**src/rtl/gsp_pkg.sv**
```systemverilog
// Shared types and constants for the graphics status and readback port.
// Assumes a 32-bit data path; bit positions are fixed by the status layout.
package gsp_pkg;

    localparam int DATA_W = 32;

    // DMA transfer direction codes (the encoding is behaviour, see R7)
    typedef enum logic [1:0] {
        DIR_OFF    = 2'd0,
        DIR_FIFO   = 2'd1,
        DIR_TO_CMD = 2'd2,
        DIR_TO_CPU = 2'd3
    } dma_dir_e;

    // Register byte offsets
    localparam logic [7:0] OFS_DATA = 8'h00;
    localparam logic [7:0] OFS_STAT = 8'h04;

    // Control opcodes carried in bits 31:24 of a write to OFS_STAT
    localparam logic [7:0] OP_SOFT_CLR = 8'h00;
    localparam logic [7:0] OP_SET_DIR  = 8'h04;

    // Status word bit positions
    localparam int BIT_LINE    = 31;
    localparam int BIT_DIR_HI  = 30;
    localparam int BIT_DIR_LO  = 29;
    localparam int BIT_RX_DMA  = 28;
    localparam int BIT_TX_RDY  = 27;
    localparam int BIT_RX_CMD  = 26;
    localparam int BIT_DMA_REQ = 25;
    localparam int BIT_OVF     = 15;

    // Bits of the status word that never change in this block
    localparam logic [DATA_W-1:0] STATIC_BITS = 32'h0080_2000;

    // Filler word for reads with nothing valid to return
    localparam logic [DATA_W-1:0] FILL_ONES = '1;

endpackage

```
**src/rtl/gsp_fifo.sv**
```systemverilog
// Readback queue: a circular buffer of DEPTH words with flush.
// Assumes pop is only requested by the decoder when a word is wanted; a pop
// on an empty queue is ignored. A push into a full queue is accepted only if
// a pop happens in the same cycle, otherwise it is dropped and flagged.
module gsp_fifo #(
    parameter int WIDTH = 32,
    parameter int DEPTH = 16
) (
    input  logic             clk,
    input  logic             rst_n,
    input  logic             flush,
    input  logic             push,
    input  logic [WIDTH-1:0] push_data,
    input  logic             pop,
    output logic [WIDTH-1:0] head,
    output logic             empty,
    output logic             drop
);
    localparam int AW = (DEPTH > 1) ? $clog2(DEPTH) : 1;
    localparam int CW = $clog2(DEPTH + 1);

    logic [WIDTH-1:0] mem [DEPTH];
    logic [AW-1:0]    wr_ptr;
    logic [AW-1:0]    rd_ptr;
    logic [CW-1:0]    count;
    logic             full;
    logic             do_pop;
    logic             do_push;

    function automatic logic [AW-1:0] ptr_next(input logic [AW-1:0] p);
        return (p == AW'(DEPTH - 1)) ? '0 : p + 1'b1;
    endfunction

    // Occupancy flags and accepted operations
    always_comb begin
        empty   = (count == '0);
        full    = (count == CW'(DEPTH));
        do_pop  = pop && !empty && !flush;
        do_push = push && !flush && (!full || do_pop);
        drop    = push && !flush && full && !do_pop;
    end

    // Pointer and occupancy bookkeeping
    always_ff @(posedge clk) begin
        if (!rst_n || flush) begin
            wr_ptr <= '0;
            rd_ptr <= '0;
            count  <= '0;
        end else begin
            if (do_push) wr_ptr <= ptr_next(wr_ptr);
            if (do_pop)  rd_ptr <= ptr_next(rd_ptr);
            count <= count + CW'(do_push) - CW'(do_pop);
        end
    end

    // Storage write
    always_ff @(posedge clk) begin
        if (do_push) mem[wr_ptr] <= push_data;
    end

    assign head = mem[rd_ptr];


    depth_bound_chk: assert property (@(posedge clk) disable iff (!rst_n)
        count <= CW'(DEPTH));


    no_overflow_chk: assert property (@(posedge clk) disable iff (!rst_n)
        push && full && !pop && !flush |=> count == CW'(DEPTH));


    single_pop_chk: assert property (@(posedge clk) disable iff (!rst_n)
        pop && !empty && !push && !flush |=> count == $past(count) - 1'b1);

endmodule

```
**src/rtl/gsp_status.sv**
```systemverilog
// Status word and DMA request generation.
// Holds the direction field and the sticky overflow flag; everything else in
// the word is derived combinationally from the queue state and inputs.
module gsp_status
    import gsp_pkg::*;
(
    input  logic              clk,
    input  logic              rst_n,
    input  logic              soft_clr,
    input  logic              dir_wr,
    input  dma_dir_e          dir_wdata,
    input  logic              drop,
    input  logic              empty,
    input  logic              line_odd,
    input  logic              vblank,
    output dma_dir_e          dir,
    output logic [DATA_W-1:0] status_word,
    output logic              dma_req
);
    dma_dir_e dir_q;
    logic     ovf_q;

    // Direction register
    always_ff @(posedge clk) begin
        if (!rst_n || soft_clr) dir_q <= DIR_OFF;
        else if (dir_wr)        dir_q <= dir_wdata;
    end

    // Sticky overflow flag
    always_ff @(posedge clk) begin
        if (!rst_n || soft_clr) ovf_q <= 1'b0;
        else if (drop)          ovf_q <= 1'b1;
    end

    // Request source selection by direction
    always_comb begin
        case (dir_q)
            DIR_OFF:    dma_req = 1'b0;
            DIR_FIFO:   dma_req = 1'b1;
            DIR_TO_CMD: dma_req = empty;
            DIR_TO_CPU: dma_req = !empty;
            default:    dma_req = 1'b0;
        endcase
    end

    // Status word assembly
    always_comb begin
        status_word                        = STATIC_BITS;
        status_word[BIT_LINE]              = line_odd && !vblank;
        status_word[BIT_DIR_HI:BIT_DIR_LO] = dir_q;
        status_word[BIT_RX_DMA]            = empty;
        status_word[BIT_TX_RDY]            = !empty;
        status_word[BIT_RX_CMD]            = empty;
        status_word[BIT_DMA_REQ]           = dma_req;
        status_word[BIT_OVF]               = ovf_q;
    end

    assign dir = dir_q;


    ovf_sticky_chk: assert property (@(posedge clk) disable iff (!rst_n)
        ovf_q && !soft_clr |=> ovf_q);


    clr_dir_chk: assert property (@(posedge clk) disable iff (!rst_n)
        soft_clr |=> dir_q == DIR_OFF && !ovf_q);

endmodule

```
**src/rtl/gsp_decode.sv**
```systemverilog
// Register and DMA access decoder.
// Assumes reg_rd and dma_rd are never high together; selects read data,
// produces the queue pop and decodes control writes to the status offset.
module gsp_decode
    import gsp_pkg::*;
#(
    parameter int ADDR_W = 8
) (
    input  logic [ADDR_W-1:0] reg_addr,
    input  logic              reg_rd,
    input  logic              reg_wr,
    input  logic [DATA_W-1:0] reg_wdata,
    input  logic              dma_rd,
    input  dma_dir_e          dir,
    input  logic              empty,
    input  logic [DATA_W-1:0] head,
    input  logic [DATA_W-1:0] status_word,
    output logic [DATA_W-1:0] reg_rdata,
    output logic [DATA_W-1:0] dma_rdata,
    output logic              fifo_pop,
    output logic              soft_clr,
    output logic              dir_wr,
    output dma_dir_e          dir_wdata
);
    logic       sel_data;
    logic       sel_stat;
    logic [7:0] opcode;
    logic       dma_live;
    logic       unused_wdata;

    assign sel_data     = (reg_addr == ADDR_W'(OFS_DATA));
    assign sel_stat     = (reg_addr == ADDR_W'(OFS_STAT));
    assign opcode       = reg_wdata[31:24];
    assign dma_live     = (dir == DIR_TO_CPU);
    assign unused_wdata = ^reg_wdata[23:2];

    // Register read data selection
    always_comb begin
        if (sel_data)      reg_rdata = empty ? FILL_ONES : head;
        else if (sel_stat) reg_rdata = status_word;
        else               reg_rdata = FILL_ONES;
    end

    // DMA read data selection
    always_comb begin
        if (!dma_live)  dma_rdata = FILL_ONES;
        else if (empty) dma_rdata = '0;
        else            dma_rdata = head;
    end

    // Queue pop from either read path
    always_comb begin
        fifo_pop = !empty && ((reg_rd && sel_data) || (dma_rd && dma_live));
    end

    // Control write decode
    always_comb begin
        soft_clr  = reg_wr && sel_stat && (opcode == OP_SOFT_CLR);
        dir_wr    = reg_wr && sel_stat && (opcode == OP_SET_DIR);
        dir_wdata = dma_dir_e'(reg_wdata[1:0]);
    end

endmodule

```
**src/rtl/gfx_status_port.sv**
```systemverilog
// Top of the graphics status and readback port.
// Connects the readback queue, status generator and access decoder.
// Assumes reg_rd and dma_rd are never asserted in the same cycle.
module gfx_status_port
    import gsp_pkg::*;
#(
    parameter int ADDR_W   = 8,
    parameter int RB_DEPTH = 16
) (
    input  logic              clk,
    input  logic              rst_n,
    input  logic [ADDR_W-1:0] reg_addr,
    input  logic              reg_rd,
    input  logic              reg_wr,
    input  logic [DATA_W-1:0] reg_wdata,
    output logic [DATA_W-1:0] reg_rdata,
    input  logic              dma_rd,
    output logic [DATA_W-1:0] dma_rdata,
    output logic              dma_request,
    input  logic              rb_push,
    input  logic [DATA_W-1:0] rb_push_data,
    input  logic              vblank,
    input  logic              line_odd
);
    logic              empty;
    logic              drop;
    logic              fifo_pop;
    logic              soft_clr;
    logic              dir_wr;
    dma_dir_e          dir_wdata;
    dma_dir_e          dir;
    logic [DATA_W-1:0] head;
    logic [DATA_W-1:0] status_word;

    gsp_fifo #(
        .WIDTH (DATA_W),
        .DEPTH (RB_DEPTH)
    ) fifo_i (
        .clk       (clk),
        .rst_n     (rst_n),
        .flush     (soft_clr),
        .push      (rb_push),
        .push_data (rb_push_data),
        .pop       (fifo_pop),
        .head      (head),
        .empty     (empty),
        .drop      (drop)
    );

    gsp_status status_i (
        .clk         (clk),
        .rst_n       (rst_n),
        .soft_clr    (soft_clr),
        .dir_wr      (dir_wr),
        .dir_wdata   (dir_wdata),
        .drop        (drop),
        .empty       (empty),
        .line_odd    (line_odd),
        .vblank      (vblank),
        .dir         (dir),
        .status_word (status_word),
        .dma_req     (dma_request)
    );

    gsp_decode #(
        .ADDR_W (ADDR_W)
    ) decode_i (
        .reg_addr    (reg_addr),
        .reg_rd      (reg_rd),
        .reg_wr      (reg_wr),
        .reg_wdata   (reg_wdata),
        .dma_rd      (dma_rd),
        .dir         (dir),
        .empty       (empty),
        .head        (head),
        .status_word (status_word),
        .reg_rdata   (reg_rdata),
        .dma_rdata   (dma_rdata),
        .fifo_pop    (fifo_pop),
        .soft_clr    (soft_clr),
        .dir_wr      (dir_wr),
        .dir_wdata   (dir_wdata)
    );

    // input assumption: the two read paths never pop in the same cycle
    one_reader_chk: assert property (@(posedge clk) disable iff (!rst_n)
        !(reg_rd && dma_rd));


    empty_read_chk: assert property (@(posedge clk) disable iff (!rst_n)
        reg_rd && reg_addr == ADDR_W'(OFS_DATA) && empty && !rb_push
        |=> empty);


    vblank_mask_chk: assert property (@(posedge clk) disable iff (!rst_n)
        vblank && reg_addr == ADDR_W'(OFS_STAT) |-> !reg_rdata[BIT_LINE]);


    req_mirror_chk: assert property (@(posedge clk) disable iff (!rst_n)
        reg_addr == ADDR_W'(OFS_STAT) |-> reg_rdata[BIT_DMA_REQ] == dma_request);


    dma_fill_chk: assert property (@(posedge clk) disable iff (!rst_n)
        dma_rd && !(reg_rdata[BIT_DIR_HI] && reg_rdata[BIT_DIR_LO])
        && reg_addr == ADDR_W'(OFS_STAT) |-> dma_rdata == FILL_ONES);


    dma_empty_zero_chk: assert property (@(posedge clk) disable iff (!rst_n)
        dma_request && reg_addr == ADDR_W'(OFS_STAT)
        && reg_rdata[BIT_DIR_HI] && reg_rdata[BIT_DIR_LO]
        |-> reg_rdata[BIT_TX_RDY]);

endmodule

```
**config.mk**
```make
export PLATFORM = sky130hd
export DESIGN_NAME = gfx_status_port
export DESIGN_NICKNAME = d
export VERILOG_FILES = /design/src/rtl/gsp_pkg.sv /design/src/rtl/gsp_fifo.sv /design/src/rtl/gsp_status.sv /design/src/rtl/gsp_decode.sv /design/src/rtl/gfx_status_port.sv
export SDC_FILE = /design/constraint.sdc
export NUM_CORES = 1
export LEC_CHECK = 0
export BUFFER_PORTS_ARGS = -buffer_cell sky130_fd_sc_hd__buf_2
export CAP_MARGIN = 10
export CELL_PAD_IN_SITES_DETAIL_PLACEMENT = 1
export CELL_PAD_IN_SITES_GLOBAL_PLACEMENT = 1
export CORE_MARGIN = 2
export CORE_UTILIZATION = 36
export CTS_BUF_LIST = sky130_fd_sc_hd__clkbuf_2
export CTS_CLUSTER_SIZE = 28
export DETAILED_ROUTE_END_ITERATION = 7
export PLACE_DENSITY = 0.6
export SKIP_LAST_GASP = 1
export SYNTH_ARGS = -nofsm -noshare
export SYNTH_HDL_FRONTEND = slang
export SYNTH_SLANG_ARGS = --single-unit
```
**constraint.sdc**
```tcl
create_clock -name clk -period 4.5 [get_ports clk]
set_input_delay 0.675 -clock clk [delete_from_list [all_inputs] [get_ports clk]]
set_output_delay 0.675 -clock clk [all_outputs]
set_load 0.05 [all_outputs]
```
==> run metrics, run 1 <==
status=finished, final reports clean; Total Neg Setup Slack=0 ns; YS warnings=0; Power Density=384 mW/mm²; vias in the first global route=12600; area of the multi-input gates=0.00516 mm²; Total GRT Usage=18.5%; # fillers=5699; Port-buffer cells=122; chip width=247 µm; clk sink count=532; arrival time at the worst endpoint=3.66 ns; post-synthesis sequential area ratio=74.4%; Worst path slowest cell=or4b_2; initial antenna violation count=4; actual slew at the worst max-slew pin=0.960 ns; P_leak=8.40 nW; Bufs on Longest Clock Path=3; Clk pin slew, worst setup/hold paths=0.10 ns; Mapped Nets=1109; crit-path leading delay family=simple AND/OR/NAND/NOR gates; top-count cell post-synth=edfxtp_1; P&R area growth vs syn=17.8%; core area=0.0579 mm²; Max Cap Violations=0; first-pass GRT wire length=80700 µm; Max Fclk=231 MHz; Rows=88; largest net degree at the start of global routing=52; Top FF cell, synth=edfxtp_1; Post-Synthesis Cells=1017; Post-synth top cells=edfxtp_1, mux4_2, mux2i_1, clkbuf_1, o221ai_1; share of layout cells above drive strength 1=40.1%; Starting Density=36.6%; Total Routed Length=54900 µm; slowest stage delay, CP=0.82 ns; fin crit share=96.3%; TritonCTS buffer count=139; number of iterations in the first detailed-routing pass=5; library cells used by synthesis=62; io pins=145; Yosys top cell by area=edfxtp_1; Avg Cell Area, Syn=20.8 µm²; hpwl dp=31000 µm; Die Span Y=247 µm; DIE AREA=0.0608 mm²; final std cells w/o fill=2181; relative slew slack=36.0%; Vias/cell=5.30; final setup fails=0; drc violations=0; RSZ-0062 raised after global routing=yes; WP buf/inv=3; Final Hold Viols=0; share of the synthesized area in the top cell type=72.5%; Hold WC Path Type=in -> reg; clock skew=0.0765 ns; dpl cells=1890; Total Nets Final=1412; Wirelength per Cell=25.2 µm; Yosys reg bits=532; insertion delay to the later sink of the worst-skew pair=1.26 ns; grt total ovfl=0; crit-path max FO=14; Final Util=43.1%; Post-synth EDFFs=512; Setup CP Type=reg -> out; Root Buffer Master=clkbuf_2; CP endpoint kind=output port; DRT iter0 DRCs=790; Critical Path Source Type=flip-flop; Mapped Area=0.0212 mm²; Final Max Tran Viols=0; Area contributors post-synth=edfxtp_1, mux4_2, mux2i_1; Tmin final=4.34 ns; GPL Wtd Cong=0.732; Final ANT Viol Nets=0; CTS tree=done; Synth async-reset ratio=0%; Reg area=0.0158 mm²; CP Data Required Time=3.83 ns; crit-path cells=inv_1, ha_1, or4b_2, nand2_8, buf_6, o221ai_1, buf_2; H-tree depth=4; Peak VDD IR=0.169 mV; DR vias=11600
## sequential cells by signal, summed over array words and instances, names as in the netlist, named ones only
signal / flops
fifo_i.mem: 512
fifo_i.rd_ptr: 4
status_i.dir: 2
fifo_i.wr_ptr: 4
fifo_i.count: 5
status_i.ovf_q: 1
## metal layers
metal	share of wire (%)	global-route usage [%]	vias up
li1	-	-	5005
met1	45	25.3	6118
met2	48	29.0	358
met3	5.6	4.37	69
met4	1.5	6.50	4
met5	0.040	0	-
## tightest hold or removal path, stage by stage
cell	delay, ns
buf_2	0.19
or4_1	0.30
nand3_1	0.11
a21oi_1	0.14
## repair_timing
| action | in CTS | in global routing |
|---|---|---|
| buffers inserted | 6 | 0 |
| endpoints found under the setup margin | 45 | 12 |
| gates resized for setup | 9 | 3 |
| hold endpoints to repair | 523 | 0 |
| hold buffers | 48 | 0 |
## placed cells by master, fill, tap and decap left out, drive strengths merged, types with 17 or more instances in the layout
cell type,instances
clkinv,17
o221ai,30
and3,24
mux4,125
dlygate4sd3,48
edfxtp,512
inv,18
clkbuf,209
a221oi,22
buf,174
mux2i,62
dfxtp,20
## cells by family (layout without fill, tap and decap cells)
family / count (synthesis) / count (layout) / share of synthesized area [%]
AO/OA/AOI/OAI: 111 / 111 / 4.08
XOR/XNOR: 4 / 4 / 0.165
adder cells (fa/ha/maj): 12 / 12 / 0.744
buffers and inverters: 77 / 471 / 1.55
flip-flops: 532 / 532 / 74.4
multiplexers: 192 / 192 / 16.5
other: 0 / 5 / 0
AND/OR/NAND/NOR: 89 / 89 / 2.57
## stage by stage
stage          setup slack [ns]  instance area (µm²)  hold slack [ns]  power, mW
2_1_floorplan             0.954                21200            0.437       6.05
3_3_place_gp              0.746                23100            0.462       6.34
3_5_place_dp              0.709                23100            0.466       6.36
4_1_cts                 -0.0274                24900           0.0902       9.74
5_1_grt                 -0.0816                25000            0.135       10.1
6_report                  0.164                25000            0.253       9.59
## worst paths after layout
check	startpoint	endpoint	slack [ns]	depth (start not counted)
hold / removal	reg_addr[2]	fifo_i.wr_ptr[0]	0.25	4
setup reg to reg	fifo_i.count[2]	fifo_i.count[4]	1.18	11
setup / recovery	fifo_i.count[2]	dma_rdata[11]	0.16	7
hold reg to reg	fifo_i.rd_ptr[3]	fifo_i.rd_ptr[3]	0.53	2
## area by class of cell
class	count	area share [%]
antenna	5	0.0501
multi-input combinational	408	20.7
timing repair buffer	223	7.18
clock inverter	24	0.661
clock buffer	208	4.17
inverter	16	0.245
sequential	532	63.2
tap	765	3.83
## power breakdown
part           switching, mW  total, mW  leakage, nW  internal [mW]
clock                   1.95       3.28        0.938           1.33
sequential            0.0401       5.58         4.79           5.54
combinational          0.466      0.727         2.67          0.261
total                   2.45       9.59         8.40           7.13
No activity file was read; power rests on OpenSTA's default activity.
==> run 2, diff against run 1 <==
--- a/config.mk
+++ b/config.mk
@@ -9,12 +9,12 @@
 export CAP_MARGIN = 10
 export CELL_PAD_IN_SITES_DETAIL_PLACEMENT = 1
 export CELL_PAD_IN_SITES_GLOBAL_PLACEMENT = 1
-export CORE_MARGIN = 2
 export CORE_UTILIZATION = 36
 export CTS_BUF_LIST = sky130_fd_sc_hd__clkbuf_2
 export CTS_CLUSTER_SIZE = 28
 export DETAILED_ROUTE_END_ITERATION = 7
 export PLACE_DENSITY = 0.6
+export REMOVE_ABC_BUFFERS = 1
 export SKIP_LAST_GASP = 1
 export SYNTH_ARGS = -nofsm -noshare
 export SYNTH_HDL_FRONTEND = slang
==> constraint.sdc (replaced) <==
create_clock -name clk -period 4.1 [get_ports clk]
set_input_delay 0.615 -clock clk [delete_from_list [all_inputs] [get_ports clk]]
set_output_delay 0.615 -clock clk [all_outputs]
set_load 0.05 [all_outputs]
==> run metrics, run 2 (synthesis results as in run 1) <==
final setup fails=0 (unchanged); Peak VDD IR=0.223 mV (+32%); Bufs on Longest Clock Path=3 (unchanged); critical path capture point=dma_rdata[10]; final setup margin=0.166 ns (+0.00146 ns); Critical Path Source Type=flip-flop; max reg flops=512 (unchanged); r2r setup slk=0.70 ns (-0.48 ns); P_leak=8.51 nW (+1.3%); slowest stage delay, CP=0.52 ns (-0.30 ns); P_int=7.93 mW (+11%); H-tree depth=4 (unchanged); crit-path cells=buf_12, buf_16, mux4_2, mux2i_1, o221ai_2, buf_4; Clock power frac=34.4% (+0.2 points); chip width=245 µm (-0.81%); Final Hold Viols=0 (unchanged); insertion delay to the later sink of the worst-skew pair=1.24 ns (-0.02 ns); Total Neg Setup Slack=0 ns (unchanged); GPL Wtd Cong=0.731 (-0.16%); largest net degree at the start of global routing=36 (-31%); RSZ-0062 raised after global routing=yes; drc violations=0 (unchanged); Max Fclk=254 MHz; DRT iter0 DRCs=762 (-3.5%); Vias/cell=5.35 (+0.90%); GRT met2 Usage=29.9% (+0.88 points); switch share=25.4% (-0.21 points); relative slew slack=45.2% (+9.2 points); cells on worst reg2reg path=11 (unchanged); core area=0.0579 mm² (unchanged); PnR Total Power=10.6 mW (+11%); Tmin final=3.93 ns; Root Buffer Master=clkbuf_2; first-pass GRT wire length=80900 µm (+0.20%); hpwl dp=31600 µm (+2.0%); Final ANT Viol Nets=0 (unchanged); CP endpoint kind=output port; most common cell after layout, fill and taps aside=edfxtp_1; Starting Density=36.6% (unchanged); arrival time at the worst endpoint=3.32 ns (-0.34 ns); Die Span Y=245 µm (-0.81%); share of layout cells above drive strength 1=41.4% (+1.3 points); Setup CP Type=reg -> out; actual slew at the worst max-slew pin=0.822 ns (-0.138 ns); Combinational Power Share=7.9% (+0.3 points); Port-buffer cells=122 (unchanged); crit-path max FO=17 (+3); Total Routed Length=55600 µm (+1.4%); CTS tree=done; Hold WC Path Type=in -> reg; dpl cells=1898 (+0.42%); largest registers=fifo_i.mem: 512 flops, fifo_i.count: 5 flops; clk sink count=532 (unchanged); CP Data Required Time=3.48 ns (-0.35 ns); Final Util=43.8% (+0.72 points); final std cells w/o fill=2192 (+0.50%); Final Max Tran Viols=0 (unchanged); met3 usage in global routing=4.45% (+0.076 points); Worst path slowest cell=mux4_2; Rows=88 (unchanged); P&R area growth vs syn=19.8%; initial antenna violation count=2 (-2); status=finished, final reports clean; number of iterations in the first detailed-routing pass=4 (-1); grt total ovfl=0 (unchanged); Biggest register=fifo_i.mem; worst reg2reg startpoint=fifo_i.count[3]; Critical R2R Capture=fifo_i.count[4]; Wirelength per Cell=25.4 µm (+0.85%); Total Nets Final=1429 (+1.2%); sw power=2.70 mW (+10%); Power Density=419 mW/mm² (+9.1%); Clk pin slew, worst setup/hold paths=0.08 ns (-0.02 ns); Max Cap Violations=0 (unchanged); M1 GR Usage=25.7% (+0.36 points); # fillers=5634 (-1.1%); DIE AREA=0.0599 mm² (-1.6%); vias in the first global route=12500 (-0.37%); sequential power share=57.6% (-0.6 points); io pins=145 (unchanged); pre-CTS setup slack=0.462 ns (-0.247 ns); DR vias=11700 (+1.4%); TritonCTS buffer count=140 (+0.72%); grt peak-use layer=met2; most frequent cells in the layout=edfxtp_1, clkbuf_2, mux4_2; clock skew=0.0615 ns (-0.0150 ns); Total GRT Usage=18.9% (+0.43 points); fin crit share=96.0%
-- run 2: cell types whose count changed in the layout (fill, tap and decap cells not counted), moves of 5 or more --
| cell | before | now |
|---|---|---|
| mux2i_1 | 62 | 49 |
| buf_2 | 121 | 110 |
| buf_4 | 28 | 39 |
| clkbuf_2 | 208 | 197 |
| mux2i_2 | 0 | 11 |
| clkinv_1 | 13 | 20 |
| buf_6 | 2 | 7 |
-- run 2: through the flow --
stage | area, µm² | hold slack (ns)
3_3_place_gp | 23200 | 0.484
6_report | 25400 | 0.214
2_1_floorplan | 20900 | 0.437
5_1_grt | 25400 | 0.164
3_5_place_dp | 23200 | 0.502
4_1_cts | 25400 | 0.0232
-- run 2: layout make-up --
cell class / instances / area (µm²) / share of cell area (%)
sequential: 532 / 15800 / 62.2
antenna: 1 / 2.50 / 0.00986
inverter: 16 / 62.6 / 0.246
timing repair buffer: 239 / 2110 / 8.31
multi-input combinational: 408 / 5240 / 20.6
clock inverter: 34 / 254 / 1.00
tap: 765 / 957 / 3.77
clock buffer: 197 / 986 / 3.88
-- run 2: worst min path at each step --
stage / from / end / depth (start not counted)
floorplan: status_i.ovf_q / status_i.ovf_q / 2
global placement: status_i.ovf_q / status_i.ovf_q / 2
detailed placement: status_i.ovf_q / status_i.ovf_q / 2
CTS: reg_addr[2] / fifo_i.wr_ptr[0] / 4
global route: rb_push_data[1] / fifo_i.mem[2][1] / 2
finish: reg_addr[2] / fifo_i.wr_ptr[0] / 4
-- run 2: timing repair --
action | CTS | global route
cloned | 3 | 0
hold buffers | 51 | 0
setup buffers | 8 | 0
resized for setup | 61 | 5
hold endpoints to repair | 528 | 0
setup endpoints to repair | 62 | 23
pin swaps | 1 | 1
-- run 2: per-layer routing --
| layer | up-vias | wire length (µm) | part of all wire [%] |
|---|---|---|---|
| met1 | 6228 | 25000 | 45 |
| met2 | 350 | 26800 | 48 |
| met4 | 2 | 868 | 1.6 |
| met3 | 75 | 2920 | 5.3 |
| li1 | 5062 | - | - |
| met5 | - | 11 | 0.020 |
-- run 2: worst max-delay path: cells and delay by family, from the launching register on --
kind                   cells  cell delay [ns]
multiplexers               2             0.84
AO/OA/AOI/OAI              1             0.24
buffers and inverters      3             0.66
flip-flops                 1             0.37
-- run 2: power by group through the flow --
stage	Clock, mW	Sequential [mW]	Combinational, mW
floorplan	0	6.24	0.381
global placement	0	6.24	0.735
detailed placement	0	6.25	0.757
CTS	3.82	6.13	0.843
global route	4.04	6.14	0.905
finish	3.66	6.13	0.841
